[config.mk]
export PLATFORM = sky130hd
export DESIGN_NAME = uart_fifo_dma
export DESIGN_NICKNAME = d
export VERILOG_FILES = /design/src/rtl/uart_fifo_pkg.sv /design/src/rtl/fifo_store.sv /design/src/rtl/trigger_pick.sv /design/src/rtl/rx_flags.sv /design/src/rtl/tx_flags.sv /design/src/rtl/uart_fifo_dma.sv
export SDC_FILE = /design/constraint.sdc
export NUM_CORES = 1
export LEC_CHECK = 0
export BUFFER_PORTS_ARGS = -buffer_cell sky130_fd_sc_hd__buf_2
export CELL_PAD_IN_SITES_DETAIL_PLACEMENT = 1
export CELL_PAD_IN_SITES_GLOBAL_PLACEMENT = 1
export CORE_ASPECT_RATIO = 0.9
export CORE_UTILIZATION = 55
export CTS_BUF_LIST = sky130_fd_sc_hd__clkbuf_16
export DETAILED_ROUTE_END_ITERATION = 8
export PLACE_DENSITY = 0.84
export SLEW_MARGIN = 10
export SYNTH_ARGS = -nofsm -noshare
export SYNTH_HDL_FRONTEND = slang
export SYNTH_SLANG_ARGS = --single-unit
[constraint.sdc]
create_clock -name clk -period 7.2 [get_ports clk]
set_input_delay 1.08 -clock clk [delete_from_list [all_inputs] [get_ports clk]]
set_output_delay 1.08 -clock clk [all_outputs]
set_load 0.02 [all_outputs]
[src/rtl/uart_fifo_pkg.sv]
package uart_fifo_pkg;
   localparam int BYTE_W = 8;
   localparam int ERRF_W = 3;
   localparam int RXE_W  = BYTE_W + ERRF_W;

   typedef struct packed {
      logic [ERRF_W-1:0] err;
      logic [BYTE_W-1:0] data;
   } rx_entry_t;
endpackage

[src/rtl/fifo_store.sv]
module fifo_store #(
   parameter int W     = 8,
   parameter int DEPTH = 64
) (
   input  logic                       clk,
   input  logic                       rst,
   input  logic                       flush,
   input  logic [$clog2(DEPTH+1)-1:0] cap,
   input  logic                       wr,
   input  logic [W-1:0]               wdata,
   input  logic                       rd,
   output logic [W-1:0]               rdata,
   output logic [$clog2(DEPTH+1)-1:0] level,
   output logic                       full,
   output logic                       push,
   output logic                       pop
);
   localparam int  PTR_W = $clog2(DEPTH);
   localparam int  CNT_W = $clog2(DEPTH+1);
   localparam bit  POW2  = (DEPTH == (1 << PTR_W));

   logic [W-1:0]     mem [DEPTH];
   logic [PTR_W-1:0] wr_ptr, rd_ptr, wr_inc, rd_inc;
   logic [CNT_W-1:0] count;

   generate
      if (POW2) begin : g_pow2_wrap
         assign wr_inc = wr_ptr + 1'b1;
         assign rd_inc = rd_ptr + 1'b1;
      end else begin : g_cmp_wrap
         assign wr_inc = (wr_ptr == PTR_W'(DEPTH-1)) ? '0 : wr_ptr + 1'b1;
         assign rd_inc = (rd_ptr == PTR_W'(DEPTH-1)) ? '0 : rd_ptr + 1'b1;
      end
   endgenerate

   assign full  = (count >= cap);
   assign pop   = rd && (count != '0) && !flush;
   assign push  = wr && (!full || pop) && !flush;
   assign level = count;
   assign rdata = mem[rd_ptr];

   always_ff @(posedge clk) begin
      if (push) mem[wr_ptr] <= wdata;
   end

   always_ff @(posedge clk) begin
      if (rst || flush) begin
         wr_ptr <= '0;
         rd_ptr <= '0;
         count  <= '0;
      end else begin
         if (push) wr_ptr <= wr_inc;
         if (pop)  rd_ptr <= rd_inc;
         case ({push, pop})
            2'b10:   count <= count + CNT_W'(1);
            2'b01:   count <= count - CNT_W'(1);
            default: count <= count;
         endcase
      end
   end

   a_r3_level_within_cap: assert property (@(posedge clk) disable iff (rst)
      !flush |-> count <= cap);
   a_r3_full_write_dropped: assert property (@(posedge clk) disable iff (rst)
      (wr && full && !rd && !flush) |=> count == $past(count));
   a_r11_push_pop_keeps_level: assert property (@(posedge clk) disable iff (rst)
      (push && pop) |=> count == $past(count));
endmodule

[src/rtl/trigger_pick.sv]
module trigger_pick #(
   parameter int DEPTH  = 64,
   parameter bit FOR_RX = 1'b1
) (
   input  logic                       en,
   input  logic [1:0]                 sel,
   input  logic [$clog2(DEPTH+1)-1:0] prog,
   output logic [$clog2(DEPTH+1)-1:0] trig
);
   localparam int CW = $clog2(DEPTH+1);
   logic [CW-1:0] fixed;

   generate
      if (FOR_RX) begin : g_rx_set
         always_comb begin
            case (sel)
               2'd0:    fixed = CW'(DEPTH/8);
               2'd1:    fixed = CW'(DEPTH/4);
               2'd2:    fixed = CW'((DEPTH*7)/8);
               default: fixed = CW'((DEPTH*15)/16);
            endcase
         end
      end else begin : g_tx_set
         always_comb begin
            case (sel)
               2'd0:    fixed = CW'(DEPTH/8);
               2'd1:    fixed = CW'(DEPTH/4);
               2'd2:    fixed = CW'(DEPTH/2);
               default: fixed = CW'((DEPTH*7)/8);
            endcase
         end
      end
   endgenerate

   assign trig = !en ? CW'(1) : ((prog != '0) ? prog : fixed);
endmodule

[src/rtl/rx_flags.sv]
module rx_flags #(
   parameter int DEPTH = 64,
   parameter int EW    = 3
) (
   input  logic                       clk,
   input  logic                       rst,
   input  logic                       flush,
   input  logic                       wr,
   input  logic                       push,
   input  logic                       pop,
   input  logic [EW-1:0]              werr,
   input  logic [EW-1:0]              rerr,
   input  logic [$clog2(DEPTH+1)-1:0] level,
   input  logic [$clog2(DEPTH+1)-1:0] trig,
   input  logic                       timeout,
   input  logic                       status_rd,
   output logic                       overrun,
   output logic                       irq,
   output logic                       rdy_n
);
   localparam int CNT_W = $clog2(DEPTH+1);

   logic [CNT_W-1:0] err_cnt;
   logic             inc, dec, drop, hit;

   assign inc  = push && (werr != '0);
   assign dec  = pop  && (rerr != '0);
   assign drop = wr && !push && !flush;

   always_ff @(posedge clk) begin
      if (rst || flush) err_cnt <= '0;
      else if (inc && !dec) err_cnt <= err_cnt + CNT_W'(1);
      else if (dec && !inc) err_cnt <= err_cnt - CNT_W'(1);
   end

   always_ff @(posedge clk) begin
      if (rst)            overrun <= 1'b0;
      else if (drop)      overrun <= 1'b1;
      else if (status_rd) overrun <= 1'b0;
   end

   assign hit   = (level >= trig) || (timeout && (level != '0));
   assign irq   = hit;
   assign rdy_n = !(hit && (err_cnt == '0));

   a_r4_drop_sets_overrun: assert property (@(posedge clk) disable iff (rst)
      drop |=> overrun);
   a_r7_errors_within_level: assert property (@(posedge clk) disable iff (rst)
      err_cnt <= level);
   a_r6_empty_never_ready: assert property (@(posedge clk) disable iff (rst)
      (level == '0) |-> rdy_n);
endmodule

[src/rtl/tx_flags.sv]
module tx_flags #(
   parameter int DEPTH = 64
) (
   input  logic                       clk,
   input  logic                       rst,
   input  logic [$clog2(DEPTH+1)-1:0] cap,
   input  logic [$clog2(DEPTH+1)-1:0] level,
   input  logic                       full,
   input  logic [$clog2(DEPTH+1)-1:0] trig,
   output logic                       irq,
   output logic                       rdy_n
);
   localparam int CNT_W = $clog2(DEPTH+1);

   logic [CNT_W-1:0] free;
   logic             held;

   assign free  = cap - level;
   assign irq   = (free >= trig);
   assign rdy_n = full ? 1'b1 : (irq ? 1'b0 : held);

   always_ff @(posedge clk) begin
      if (rst) held <= 1'b0;
      else     held <= rdy_n;
   end

   a_r8_full_blocks_request: assert property (@(posedge clk) disable iff (rst)
      (level >= cap) |-> rdy_n);
endmodule

[src/rtl/uart_fifo_dma.sv]
module uart_fifo_dma
   import uart_fifo_pkg::*;
#(
   parameter int DEPTH = 64
) (
   input  logic                       clk,
   input  logic                       rst,
   input  logic                       fifo_en,
   input  logic [1:0]                 rx_trig_sel,
   input  logic [$clog2(DEPTH+1)-1:0] rx_trig_prog,
   input  logic [1:0]                 tx_trig_sel,
   input  logic [$clog2(DEPTH+1)-1:0] tx_trig_prog,
   input  logic                       rx_wr,
   input  logic [7:0]                 rx_wdata,
   input  logic [2:0]                 rx_werr,
   input  logic                       rx_rd,
   output logic [7:0]                 rx_rdata,
   output logic [2:0]                 rx_rerr,
   output logic [$clog2(DEPTH+1)-1:0] rx_level,
   input  logic                       rx_timeout,
   input  logic                       status_rd,
   output logic                       rx_overrun,
   output logic                       rx_irq,
   output logic                       rxrdy_n,
   input  logic                       tx_wr,
   input  logic [7:0]                 tx_wdata,
   input  logic                       tx_rd,
   output logic [7:0]                 tx_rdata,
   output logic [$clog2(DEPTH+1)-1:0] tx_level,
   output logic                       tx_irq,
   output logic                       txrdy_n
);
   localparam int CNT_W = $clog2(DEPTH+1);

   generate
      if (DEPTH < 16) begin : g_bad_depth
         $error("uart_fifo_dma: DEPTH must be at least 16");
      end
      if (BYTE_W != 8 || ERRF_W != 3) begin : g_bad_entry
         $error("uart_fifo_dma: entry layout must be 8 data plus 3 error bits");
      end
   endgenerate

   logic             en_q, flush;
   logic [CNT_W-1:0] cap, rx_trig, tx_trig;
   logic             rx_full, rx_push, rx_pop;
   logic             tx_full, tx_push, tx_pop;
   rx_entry_t        rx_in, rx_out;

   always_ff @(posedge clk) begin
      if (rst) en_q <= 1'b0;
      else     en_q <= fifo_en;
   end
   assign flush = (fifo_en != en_q);
   assign cap   = fifo_en ? CNT_W'(DEPTH) : CNT_W'(1);

   assign rx_in    = '{err: rx_werr, data: rx_wdata};
   assign rx_rdata = rx_out.data;
   assign rx_rerr  = rx_out.err;

   trigger_pick #(.DEPTH(DEPTH), .FOR_RX(1'b1)) i_rx_trig (
      .en(fifo_en), .sel(rx_trig_sel), .prog(rx_trig_prog), .trig(rx_trig));
   trigger_pick #(.DEPTH(DEPTH), .FOR_RX(1'b0)) i_tx_trig (
      .en(fifo_en), .sel(tx_trig_sel), .prog(tx_trig_prog), .trig(tx_trig));

   fifo_store #(.W(RXE_W), .DEPTH(DEPTH)) i_rx_store (
      .clk(clk), .rst(rst), .flush(flush), .cap(cap),
      .wr(rx_wr), .wdata(rx_in), .rd(rx_rd), .rdata(rx_out),
      .level(rx_level), .full(rx_full), .push(rx_push), .pop(rx_pop));

   fifo_store #(.W(BYTE_W), .DEPTH(DEPTH)) i_tx_store (
      .clk(clk), .rst(rst), .flush(flush), .cap(cap),
      .wr(tx_wr), .wdata(tx_wdata), .rd(tx_rd), .rdata(tx_rdata),
      .level(tx_level), .full(tx_full), .push(tx_push), .pop(tx_pop));

   rx_flags #(.DEPTH(DEPTH), .EW(ERRF_W)) i_rx_flags (
      .clk(clk), .rst(rst), .flush(flush), .wr(rx_wr),
      .push(rx_push), .pop(rx_pop), .werr(rx_werr), .rerr(rx_out.err),
      .level(rx_level), .trig(rx_trig), .timeout(rx_timeout),
      .status_rd(status_rd), .overrun(rx_overrun), .irq(rx_irq), .rdy_n(rxrdy_n));

   tx_flags #(.DEPTH(DEPTH)) i_tx_flags (
      .clk(clk), .rst(rst), .cap(cap), .level(tx_level), .full(tx_full),
      .trig(tx_trig), .irq(tx_irq), .rdy_n(txrdy_n));

   a_r10_flush_empties: assert property (@(posedge clk) disable iff (rst)
      flush |=> (rx_level == '0) && (tx_level == '0));
   a_r2_tx_pop_needs_data: assert property (@(posedge clk) disable iff (rst)
      tx_pop |-> (tx_level != '0));
   a_r3_tx_push_grows: assert property (@(posedge clk) disable iff (rst)
      (tx_push && !tx_pop) |=> tx_level == $past(tx_level) + CNT_W'(1));
   a_r4_rx_full_full_flag: assert property (@(posedge clk) disable iff (rst)
      (rx_full && !fifo_en && !flush) |-> (rx_level == CNT_W'(1)));
endmodule

[After elaboration in Yosys (flattened, before gate mapping)]
Memories as Yosys holds them, arrays and structs flattened. A register that Yosys moved wholly into a read port is not among the register bits.
Index checks and enable logic that the tools add are counted.
Word-level totals
  input port bits: 46
  register bits: 48
  bits in writable memories: 1216
  memories kept: 2
  logic and storage cells: 99
  output and inout port bits: 38
Operators by class
  order comparisons: 4
  reductions and logical operators: 40
  equal/unequal tests: 9
  add/subtract/negate cells: 11
  muxes and demuxes: 23
Memories
  i_rx_store.mem: words 64, bits a word 11, read ports 1, clocked after memory_dff 1, wr ports 1, RTL line fifo_store.sv:22  | logic [W-1:0] mem [DEPTH];
  i_tx_store.mem: words 64, bits a word 8, read ports 1, clocked after memory_dff 1, wr ports 1, RTL line fifo_store.sv:22
Operators by type and width (count)
  $mux 7: 7
  $pmux 6 s3: 2
  $ge 7x7->1: 4
  $pmux 7 s2: 2
  $reduce_bool 7->1: 4
  $add 6x1->6 const B: 4
  $mux 6: 4
  $add 7x1->7 const B: 3
  $sub 7x1->7 const B: 3
  $logic_and 1x1->1: 16
  $eq 2x1->1 const B: 4
  $eq 2x2->1 const B: 4
  $mux 1: 8
  $reduce_bool 2->1: 4
  $logic_not 1->1: 7
  $logic_not 7->1: 1
  $sub 7x7->7: 1
  $reduce_bool 3->1: 2
  $logic_not 2->1: 2
  $logic_or 1x1->1: 4
  $ne 1x1->1: 1

[Longest topological paths before layout]
  word-level depth: 11
  depth in mapped cells: 21
  gate-level depth less buffers: 19

[By module]
A second synthesis with hierarchy kept.
Unflattened totals
  cell total of the unflattened synthesis: 2658
  area total of the unflattened synthesis: 51760.9 µm²
Modules (own cells, without submodules)
  fifo_store (i_rx_store): area an instance 28808.9 µm², cells each 1366, times used 1
  fifo_store (i_tx_store): area an instance 21388.0 µm², cells each 1087, times used 1
  rx_flags: area an instance 778.2 µm², cells each 96, times used 1
  tx_flags: area an instance 500.5 µm², cells each 67, times used 1
  trigger_pick (i_tx_trig): area an instance 132.6 µm², cells each 19, times used 1
  trigger_pick (i_rx_trig): area an instance 110.1 µm², cells each 18, times used 1
  uart_fifo_dma: area an instance 42.5 µm², cells each 5, times used 1

[Least setup slack after synthesis]
No wires, ideal clock.
  path type: input-to-output
  start point: input rx_trig_prog[2]
  end point: output rxrdy_n
  data arrival time: 3688 ps
  data required time: 6120 ps
  path slack: 2432 ps
  stages on the path: 11
  path buffers: 0
  cells stage by stage: or4_1 nor4_1 and3_1 o21ai_0 ha_1 a21o_1 a21o_1 a21o_1 a21o_1 a221o_1 nand3_1
Between the ends
  cells in the longest elaborated chain, start to end: 7
RTL lines
  from (decl): RTL line uart_fifo_dma.sv:10  | input logic [$clog2(DEPTH+1)-1:0] rx_trig_prog,
  $reduce_bool 7->1: RTL line trigger_pick.sv:35  | assign trig = !en ? CW'(1) : ((prog != '0) ? prog : fixed);
  $mux 7 * (2 in series): RTL line trigger_pick.sv:35
  $ge 7x7->1 *: RTL line rx_flags.sv:42  | assign hit = (level >= trig) || (timeout && (level != '0));
  $logic_or 1x1->1 *: RTL line rx_flags.sv:42
  via rx_irq: RTL line uart_fifo_dma.sv:23  | output logic rx_irq,
  $logic_and 1x1->1 *: RTL line rx_flags.sv:44  | assign rdy_n = !(hit && (err_cnt == '0));
  $logic_not 1->1 *: RTL line rx_flags.sv:44
  to (decl): RTL line uart_fifo_dma.sv:24  | output logic rxrdy_n,
The timed path passes the listed nets; every way through them passes the cells marked *.

==> summary.md <==
| Metric | Value |
|---|---|
| Status | complete, no violations |
| Hpwl dp | 73300 µm |
| TritonCTS Buffers | 118 |
| Clock sink count | 1276 |
| Ys async rst share | 0% |
| Syn nets | 2421 |
| DRC Markers | 0 |
| Iteration-0 DRC Markers | 3966 |
| Least-Margin Pin Slew | 1.34 ns |
| Max Freq | 160 MHz |
| Crit Path Class | reg2reg |
| Ys flop type | edfxtp_1 |
| IO Pins | 84 |
| Arr. time, crit path | 6.85 ns |
| Worst path required time | 7.81 ns |
| Met2 routed WL | 64900 µm |
| Mapped cell area | 50300 µm² |
| Placed cell count | 3557 |
| Hold buffer count at CTS | 0 |
| Syn. warnings | 0 |
| Max stage delay on crit path | 0.95 ns |
| First-pass GRT wire length | 194000 µm |
| Row count | 104 |
| Unrepaired setup endpoints after global routing | no |
| Cell accounting for the most synthesized area | edfxtp_1 |
| Largest net degree at the start of global routing | 70 |
| Post-Synthesis Cells | 2336 |
| Place WS | 1.56 ns |
| Resized Gates After CTS | 0 |
| Core Region | 90000 µm² |
| Overflow after GRT | 0 |
| Endpoint class of the critical path | register |
| CP max stage cell | dfxtp_4 |
| Synth top area cells | edfxtp_1 73%, mux4_2 17%, dfxtp_1 2.4% |
| Clk root buf | clkbuf_16 |
| Hold Vio Cnt, Final | 0 |
| # setup viols final | 0 |
| CTS tree | built |
| Max Transition Viols Final | 0 |
| Hold Crit Class | reg2reg |
| Tmin final | 6.25 ns |
| Initial antenna violation count | 8 |
| DRT Pass-1 Iters | 6 |
| CTS clk-pin slew, worst paths | 0.06 ns |
| RePlAce Congestion | 0.825 |
| Vias in the first global route | 26465 |
| Max Fanout on Critical Path | 55 |
| PortBufs | 83 |
| Post-synth top area share | 72.5% |
| Unique masters post-synth | 68 |
| Die Wd | 321 µm |
| Total track usage | 29.6% |
| CTS H-tree lvls | 3 |
| Synthesized flop and latch total | 1276 |
| P&R area growth vs syn | 11.2% |
| Post-synth EDFFs | 1216 |
| Met3 wire len | 15800 µm |
| Slew headroom | 10.7% |
| Final period utilization | 86.8% |
| Cell Count, Final, Fillers Out | 3782 |
| Seq/Total Area, Yosys | 74.9% |
| Final Skew | 0.0796 ns |
| Pwr Density | 263 nW/µm² |
| Layout cells sized above 1 | 28.0% |
| Height of the die | 289 µm |
| Maximum vdd drop | 0.331 mV |
| Ant. Diodes | 0 |
| Number of max-cap violations | 0 |
| Critical Path Start Type | register |
| Via Count | 25981 |
| Most frequent CP cell | a21oi_1 |
| Clock buffer depth | 3 |
| Metal1 wirelength | 50400 µm |
| Initial core utilization | 55.9% |
| Antenna violation net count after detailed routing | 0 |
| Clk_lat worst skew | 0.73 ns |
| Setup TNS Final | 0 ns |
| Postcts setup bufs | 0 |
| Wirelength, routed | 135000 µm |
| Final worst setup slack | 0.953 ns |
| DR vias/cell | 6.87 |
| DR WL/cell | 35.8 µm |
| LEAKAGE | 17.2 nW |
| Layout Nets | 2545 |
| Worst path cell trace | buf_4 > mux4_2 > a22o_1 > a221oi_1 > o22ai_1 > or3_1 > o31ai_2 > ha_1 > inv_1 > fa_1 > a21o_1 > a21oi_1 > o21bai_1 > a21oi_1 > xnor2_1 > or3_1 > a21oi_1 |
| Highest routed layer | met5 |
| Mean Syn Cell Area | 21.6 µm² |
| Die area | 92800 µm² |
-- through the flow --
| step | util (%) | total power, mW | instance area [µm²] | hold slack, ns |
|---|---|---|---|---|
| 5_1_grt | 62.2 | 15.0 | 56000 | 0.546 |
| 3_5_place_dp | 57.9 | 8.65 | 52100 | 0.501 |
| 6_report | 62.2 | 14.7 | 56000 | 0.508 |
| 3_3_place_gp | 57.9 | 8.61 | 52100 | 0.477 |
| 2_1_floorplan | - | 8.45 | 50300 | 0.458 |
| 4_1_cts | 62.1 | 14.7 | 55900 | 0.516 |
-- path summary, 6_finish.rpt --
check | start | to | slack (ns) | depth (start not counted)
min | i_rx_flags.overrun$_SDFFE_PP0P_ | i_rx_flags.overrun$_SDFFE_PP0P_ | 0.51 | 2
min reg2reg | i_rx_flags.overrun$_SDFFE_PP0P_ | i_rx_flags.overrun$_SDFFE_PP0P_ | 0.51 | 2
max reg2reg | register | i_rx_flags.err_cnt[6]$_SDFFE_PP0P_ | 0.95 | 17
max | register | i_rx_flags.err_cnt[6]$_SDFFE_PP0P_ | 0.95 | 17
-- sequential cells by signal, summed over array words and instances (netlist names), named ones only --
name                count
i_tx_store.rd_ptr       6
i_rx_flags.overrun      1
i_rx_store.wr_ptr       6
i_tx_store.level        7
i_rx_store.rd_ptr       6
i_rx_store.level        7
i_tx_store.mem        512
i_rx_store.mem        704
i_rx_flags.err_cnt      7
i_tx_store.wr_ptr       6
i_tx_flags.held         1
en_q                    1
-- final cells by class --
class,instances,area (µm²)
clock buffer,119,2980
clock inverter,104,821
fill,7323,34100
inverter,18,67.6
multi-input combinational,917,12000
sequential,1276,37700
tap,1219,1530
timing repair buffer,129,806
-- kinds of logic after synthesis --
family | Yosys count | synth area share, %
AO/OA/AOI/OAI | 107 | 1.37
XOR/XNOR | 47 | 0.818
adder cells (fa/ha/maj) | 39 | 0.984
buffers and inverters | 143 | 1.25
flip-flops | 1276 | 74.9
multiplexers | 398 | 17.6
AND/OR/NAND/NOR | 326 | 3.11
-- cell usage after synthesis (all sizes together) (7+ instances only) --
cell,instances
nand3,10
a21oi,36
nor3,7
nor2,194
xnor2,21
a21o,12
clkbuf,66
nand3b,7
ha,38
inv,18
dfxtp,60
xor2,26
nand2b,10
mux4,388
mux2i,10
or3,10
nand2,38
nor2b,8
edfxtp,1216
o21ai,25
buf,59
-- placed cells by master, fill, tap and decap left out, types with 11 or more instances in the layout --
master	Yosys	layout
dfxtp_1	60	53
mux4_2	388	388
o21ai_0	25	25
buf_2	33	78
nor2_2	0	11
inv_1	17	56
clkinv_1	0	25
xor2_1	26	26
clkinv_2	0	20
nor2_1	192	181
ha_1	38	38
clkbuf_16	0	119
edfxtp_1	1216	1216
xnor2_1	21	21
buf_4	3	48
bufinv_16	0	11
a21o_1	12	12
nand2_1	38	38
a21oi_1	35	35
-- where the power goes --
part | internal (mW) | switching [mW]
Sequential | 8.13 | 0.0115
Clock | 3.40 | 2.84
Combinational | 0.102 | 0.258
Total | 11.6 | 3.11
-- layer usage --
metal  GRT usage, %  vias to the layer above
met5              0                        -
met4           8.79                       12
met3           6.50                      307
met2           46.6                     1990
met1           42.4                    13726
li1               -                     9946
-- critical path: cells and delay by family, from the launching register on --
kind,cells,cell delay [ns]
buffers and inverters,2,0.63
adder cells (fa/ha/maj),2,0.73
flip-flops,1,0.95
multiplexers,1,0.38
XOR/XNOR,1,0.10
AND/OR/NAND/NOR,2,0.74
AO/OA/AOI/OAI,9,2.57
Note: power is estimated with default switching activity, not from simulation.
